$ cat config.mk
export PLATFORM = sky130hd
export DESIGN_NAME = eod_ctrl
export DESIGN_NICKNAME = d
export VERILOG_FILES = /design/src/rtl/eod_pkg.sv /design/src/rtl/eod_short_cmp.sv /design/src/rtl/eod_grp_latch.sv /design/src/rtl/eod_ctrl.sv
export SDC_FILE = /design/constraint.sdc
export NUM_CORES = 1
export LEC_CHECK = 0
export BUFFER_PORTS_ARGS = -buffer_cell sky130_fd_sc_hd__buf_4
export CAP_MARGIN = 20
export CORE_ASPECT_RATIO = 0.7
export CORE_MARGIN = 2
export CORE_UTILIZATION = 30
export CTS_CLUSTER_SIZE = 16
export DETAILED_ROUTE_END_ITERATION = 7
export PLACE_DENSITY_LB_ADDON = 0.1
export RECOVER_POWER = 25
export SYNTH_ARGS = -nofsm -noshare
export SYNTH_HDL_FRONTEND = slang
export SYNTH_SLANG_ARGS = --single-unit
$ cat constraint.sdc
create_clock -name clk -period 1.4 [get_ports clk]
set_input_delay 0.14 -clock clk [delete_from_list [all_inputs] [get_ports clk]]
set_output_delay 0.14 -clock clk [all_outputs]
set_load 0.01 [all_outputs]
$ cat src/rtl/eod_pkg.sv
package eod_pkg;
    localparam int NSRC    = 5;
    localparam int SRC_DET = 0;
    localparam int SRC_CMP = 1;
    localparam int SRC_OSC = 2;
    localparam int SRC_SW  = 3;
    localparam int SRC_EVT = 4;

    typedef logic [NSRC-1:0] src_vec_t;
endpackage

$ cat src/rtl/eod_short_cmp.sv
module eod_short_cmp #(
    parameter int NPAIR = 3
) (
    input  logic [2*NPAIR-1:0] pwm_lvl,
    input  logic [NPAIR-1:0]   pol,
    output logic               short_any
);
    logic [NPAIR-1:0] pair_short;

    for (genvar p = 0; p < NPAIR; p++) begin : g_pair
        always_comb begin
            pair_short[p] = (pwm_lvl[2*p] == pol[p]) && (pwm_lvl[2*p+1] == pol[p]);
        end
    end

    always_comb begin
        short_any = |pair_short;
    end
endmodule

$ cat src/rtl/eod_grp_latch.sv
module eod_grp_latch
    import eod_pkg::*;
(
    input  logic     clk,
    input  logic     rst_n,
    input  src_vec_t src_act,
    input  src_vec_t src_en,
    input  logic     clr_wr,
    input  src_vec_t clr_mask,
    output src_vec_t flags_q,
    output src_vec_t flags_d
);
    typedef struct packed {
        src_vec_t flags;
    } grp_state_t;

    grp_state_t st_d, st_q;

    always_comb begin
        st_d = st_q;
        if (clr_wr) begin
            st_d.flags = st_q.flags & ~clr_mask;
        end
        st_d.flags = st_d.flags | (src_act & src_en);
    end

    always_ff @(posedge clk or negedge rst_n) begin
        if (!rst_n) begin
            st_q <= '0;
        end else begin
            st_q <= st_d;
        end
    end

    assign flags_q = st_q.flags;
    assign flags_d = st_d.flags;
endmodule

$ cat src/rtl/eod_ctrl.sv
module eod_ctrl
    import eod_pkg::*;
#(
    parameter int NPAIR = 3,
    parameter int NSOLO = 3,
    parameter int NDET  = 4
) (
    input  logic               clk,
    input  logic               rst_n,
    input  logic [NDET-1:0]    det_flag,
    input  logic [2*NPAIR-1:0] pwm_lvl,
    input  logic [NPAIR-1:0]   pol,
    input  logic               osc_stop,
    input  logic               sw_force,
    input  logic               evt_pulse,
    input  logic [NSRC-1:0]    en_cp,
    input  logic [NSRC-1:0]    en_solo,
    input  logic               irq_en,
    input  logic               clr_wr,
    input  logic [NSRC-1:0]    clr_mask,
    output logic [2*NPAIR-1:0] oe_cp,
    output logic [NSOLO-1:0]   oe_solo,
    output logic [NSRC-1:0]    src_flags_cp,
    output logic [NSRC-1:0]    src_flags_solo,
    output logic               irq
);
    localparam int NCP = 2 * NPAIR;
    localparam int NGRP = 2;

    typedef struct packed {
        logic [NCP-1:0]   oe_cp;
        logic [NSOLO-1:0] oe_solo;
        logic             irq;
    } top_state_t;

    logic     short_any;
    src_vec_t src_act;
    src_vec_t grp_en    [NGRP];
    src_vec_t grp_flags [NGRP];
    src_vec_t grp_next  [NGRP];
    top_state_t st_d, st_q;

    eod_short_cmp #(.NPAIR(NPAIR)) u_cmp (
        .pwm_lvl   (pwm_lvl),
        .pol       (pol),
        .short_any (short_any)
    );

    always_comb begin
        src_act          = '0;
        src_act[SRC_DET] = |det_flag;
        src_act[SRC_CMP] = short_any;
        src_act[SRC_OSC] = osc_stop;
        src_act[SRC_SW]  = sw_force;
        src_act[SRC_EVT] = evt_pulse;
    end

    assign grp_en[0] = en_cp;
    assign grp_en[1] = en_solo;

    for (genvar g = 0; g < NGRP; g++) begin : g_grp
        eod_grp_latch u_latch (
            .clk      (clk),
            .rst_n    (rst_n),
            .src_act  (src_act),
            .src_en   (grp_en[g]),
            .clr_wr   (clr_wr),
            .clr_mask (clr_mask),
            .flags_q  (grp_flags[g]),
            .flags_d  (grp_next[g])
        );
    end

    always_comb begin
        st_d         = st_q;
        st_d.oe_cp   = {NCP{~|grp_next[0]}};
        st_d.oe_solo = {NSOLO{~|grp_next[1]}};
        st_d.irq     = irq_en && (grp_next[0][SRC_CMP] || grp_next[1][SRC_CMP]);
    end

    always_ff @(posedge clk or negedge rst_n) begin
        if (!rst_n) begin
            st_q.oe_cp   <= '1;
            st_q.oe_solo <= '1;
            st_q.irq     <= 1'b0;
        end else begin
            st_q <= st_d;
        end
    end

    assign oe_cp          = st_q.oe_cp;
    assign oe_solo        = st_q.oe_solo;
    assign irq            = st_q.irq;
    assign src_flags_cp   = grp_flags[0];
    assign src_flags_solo = grp_flags[1];
endmodule

# Yosys cells after proc, flatten, opt, wreduce, memory -nomap -nowiden
# Cells that the tools add are included.
# Widths: inputs -> output; s select.
# totals
ram_bits	0
mem_count	0
wordCells	31
rom_bits	0
output_inout_bits	20
latch_bits	0
register_bits	13
# classes
reduce_logical	11
mux	2
n_shift	0
mul	0
eq_ne	6
n_div	0
order_cmp	0
bitwise	7
add_sub_neg	0
# ops
op	count
$and 5x5->5	4
$mux 5	2
$or 5x5->5	2
$reduce_or 5->1	2
$eq 1x1->1	6
$not 5->5	1
$logic_and 1x1->1	4
$reduce_or 4->1	1
$reduce_or 3->1	1
$logic_not 1->1	2
$logic_or 1x1->1	1

# Depth between registers and ports, before layout
# logic_depth
ltp_word	7
mapped_depth	4
depth_no_buf	4

# Hierarchy
# A second synthesis with hierarchy kept.
# hier_totals
cells_unflattened	55
hier_area_um2	590.6
# modules_own_cells
mod	seq_area_each_um2	area_per_inst_um2	cells_per_inst	n_inst
eod_grp_latch	125.1	187.7	15	2
eod_ctrl	77.6	167.7	16	1
eod_short_cmp	0.0	47.5	9	1

# Least setup slack after synthesis
# OpenSTA, ideal clock, no wires.
# synth_path
kind	input to register
from	input port det_flag[1]
to	register, netlist name oe_solo[0]
t_arrival_ns	1.536
n_path_buf	0
path_stages	4
required_time_ns	1.295
path_slack_ns	-0.241
path_cell_list	or4_4 > a22o_1 > or3_1 > a2111oi_2
# synth_rtl
item	line_no	rtl
start, declared	eod_ctrl.sv:10	input logic [NDET-1:0] det_flag,

==> metrics.md <==
| Metric | Value |
|---|---|
| CP Launch Type | `input pin` |
| Max-slew violation count | `0` |
| Worst-skew pair later-pin latency | `0.27 ns` |
| Psw | `249 µW` |
| Hold Path Class | `input pin to flop` |
| Worst rel slew slack | `54.7%` |
| Worst flop-to-flop path endpoint | `oe_solo[0]` |
| Vias in the first global route | `620` |
| Core Area | `1920 µm²` |
| Die area | `2480 µm²` |
| Failing checks | `DRC, setup timing` |
| Combinational Power Share | `28.4%` |
| Crit path required time | `1.57 ns` |
| CTS clk-pin slew, worst paths | `0.08 ns` |
| First-pass GRT wire length | `2660 µm` |
| Sequential share of the synthesized area | `52.3%` |
| Maximum clock rate | `709 MHz` |
| Gr ovfl total | `0` |
| Post-synthesis register bit count | `13` |
| Total CTS buffers | `3` |
| Post-synth net total | `90` |
| # DRC | `2` |
| Depth of the worst hold-timing path | `2` |
| Gr busiest metal | `met2` |
| Max Cap Violations | `0` |
| Worst Skew | `0.00127 ns` |
| Switching share of total power | `26.9%` |
| Setup Buffers After CTS | `0` |
| CTS tree | `done` |
| Initial drt markers | `19` |
| Area of the multi-input gates | `264 µm²` |
| Layout Area Growth over Synthesis | `69.9%` |
| Antenna violations before repair | `0` |
| Status | `finished, violations left` |
| Worst Tran Pin Value | `0.679 ns` |
| H-tree Lvls | `1` |
| Final std cells w/o fill | `129` |
| Hold Path Sink | `oe_solo[0]` |
| Ports | `55` |
| Clk sink count | `13` |
| Pin count of the biggest net entering global routing | `14` |
| Routing usage on met1 | `19.4%` |
| Post-synthesis cell count | `55` |
| Leak Pwr | `0.524 nW` |
| Die width | `58.6 µm` |
| Root buf cell | `clkbuf_4` |
| Final setup violation count | `1` |
| Gp weighted congestion | `0.825` |
| Setup TNS | `-0.0102 ns` |
| Final wirelength | `1660 µm` |
| DP HPWL | `1370 µm` |
| Share of cells above drive strength 1 | `58.9%` |
| Mean Syn Cell Area | `11.4 µm²` |
| Clock Power Share | `24.7%` |
| Starting Density | `32.7%` |
| Synthesized cell area | `627 µm²` |
| WL/cell | `12.8 µm` |
| YS warnings | `0` |
| Clock tree buffer depth | `2` |
| # fillers | `171` |
| Post-route minimum period | `1.41 ns` |
| Seq. cell area | `328 µm²` |
| Die extent in y | `42.2 µm` |
| Nets | `143` |
| Hold Startpoint | `en_solo[1]` |
| Routed vias/inst | `4.79` |
| Final worst path period share | `101%` |
| Endpoints failing hold | `0` |
| Worst Reg-to-Reg Cells | `3` |
| Pre-antenna DRT Iters | `6` |
| Critical path class | `input pin to flop` |
| R2r setup slk | `0.03 ns` |
| Global Route met3 Usage | `3.09%` |
| Max Fanout on Critical Path | `2` |
| # diodes | `0` |
| RSZ-0062 raised after global routing | `true` |
| Pint | `677 µW` |
| DR vias | `618` |
| CP arrival | `1.58 ns` |
| Global-route met2 utilization | `22.5%` |
| P per Cell Area | `870 nW/µm²` |
| Std cell rows | `13` |
| Antenna Nets Post-Route | `0` |
| Flop pwr share | `46.9%` |
| Port buffer count | `54` |
| Distinct cells, synth | `18` |
| RR Startpoint | `g_grp[1].u_latch.flags_q[4]` |
| Dpl cells | `124` |
| Post-route setup slack | `-0.0102 ns` |
| GRT Overall Usage | `14.2%` |
| Worst ir drop on vdd | `406 µV` |
| Critical Path End Type | `flop` |
## layout make-up
cell class,instances,share of cell area (%)
Clock buffer,4,2.47
Sequential cell,13,30.8
Multi-Input combinational cell,35,24.8
Timing Repair Buffer,55,39.4
Tap cell,22,2.59
## power by group through the flow
stage               clock [mW]  combinational, mW  sequential (mW)
CTS                      0.237              0.259            0.435
global route             0.255              0.285            0.441
finish                   0.229              0.263            0.435
detailed placement           0              0.256            0.441
floorplan                    0             0.0765            0.458
global placement             0              0.254            0.443
## critical path, cell delays in order
cell       delay (ns)
buf_6            0.09
or4_4            0.53
a22o_1           0.22
or3_1            0.32
a2111oi_2        0.28
## cells in the final DEF (no fill, tap or decap)
cell type / netlist / final
clkbuf_4: 0 / 3
clkbuf_1: 0 / 2
a2111oi_4: 0 / 1
buf_4: 7 / 51
or4_4: 1 / 1
a22o_1: 7 / 7
dfstp_2: 2 / 2
dlygate4sd3_1: 0 / 1
a21o_1: 2 / 2
nand2_1: 5 / 5
and3_1: 2 / 2
o21a_1: 2 / 2
nor2_1: 3 / 3
nor3_1: 2 / 2
or3_1: 3 / 2
and2_1: 2 / 2
dfrtp_1: 11 / 11
or3_4: 0 / 1
a2111oi_2: 2 / 1
nand3_1: 1 / 1
a22o_2: 1 / 1
buf_6: 0 / 2
a41oi_1: 1 / 1
nand4_1: 1 / 1
## cells by family (layout without fill, tap and decap cells)
logic type | count (synthesis) | in the layout | synth area share [%]
AND/OR/NAND/NOR | 20 | 20 | 17.0
AO/OA/AOI/OAI | 15 | 15 | 22.4
flip-flops | 13 | 13 | 52.3
buffers and inverters | 7 | 59 | 8.38
## synth_stat cells
cell / number / area share (%)
or3_1: 3 / 3.0
nand4_1: 1 / 1.0
nand3_1: 1 / 0.80
o21a_1: 2 / 2.4
nand2_1: 5 / 3.0
nor3_1: 2 / 1.6
buf_4: 7 / 8.4
dfrtp_1: 11 / 44
a22o_1: 7 / 9.8
and3_1: 2 / 2.0
a22o_2: 1 / 1.6
or4_4: 1 / 1.8
dfstp_2: 2 / 8.4
a2111oi_2: 2 / 4.8
a21o_1: 2 / 2.4
a41oi_1: 1 / 1.4
and2_1: 2 / 2.0
nor2_1: 3 / 1.8
## metal layers
layer	vias to the layer above	part of all wire [%]
li1	306	-
met1	286	46
met2	26	46
met3	0	7.7
met4	0	0
met5	-	0
## metrics by stage
| stage | utilization, % | setup slack, ns | cell area (µm²) | hold slack [ns] | power, mW |
|---|---|---|---|---|---|
| 3_3_place_gp | 52.5 | -0.262 | 1010 | -0.00706 | 0.696 |
| 5_1_grt | 55.5 | -0.0389 | 1060 | 0.0166 | 0.981 |
| 4_1_cts | 54.4 | -0.0109 | 1040 | 0.0148 | 0.931 |
| 2_1_floorplan | - | -0.120 | 627 | -0.156 | 0.534 |
| 6_report | 55.5 | -0.0102 | 1060 | 0.0267 | 0.926 |
| 3_5_place_dp | 52.5 | -0.294 | 1010 | -0.00457 | 0.697 |
## flip-flops by register name, summed over array words and instances (netlist names)
register / cells
g_grp.u_latch.flags_q: 10
irq: 1
oe_cp: 1
oe_solo: 1
## worst max path at each step
stage                  to  slack, ns        start  depth (start not counted)
2_1_floorplan    oe_cp[0]      -0.12  det_flag[1]                          4
3_3_place_gp   oe_solo[0]      -0.26  det_flag[1]                          5
3_5_place_dp     oe_cp[0]      -0.29  det_flag[1]                          5
4_1_cts          oe_cp[0]      -0.01  det_flag[1]                          5
5_1_grt        oe_solo[0]      -0.04  det_flag[1]                          5
6_report       oe_solo[0]      -0.01  det_flag[1]                          5
## timing repair
item | 4_1_cts | 5_1_grt
hold buffers | 1 | 0
setup endpoints to repair | 1 | 2
resized for setup | 0 | 4
endpoints found under the hold margin | 13 | 0
pin swaps | 0 | 3
Note: power is estimated with default switching activity, not from simulation.
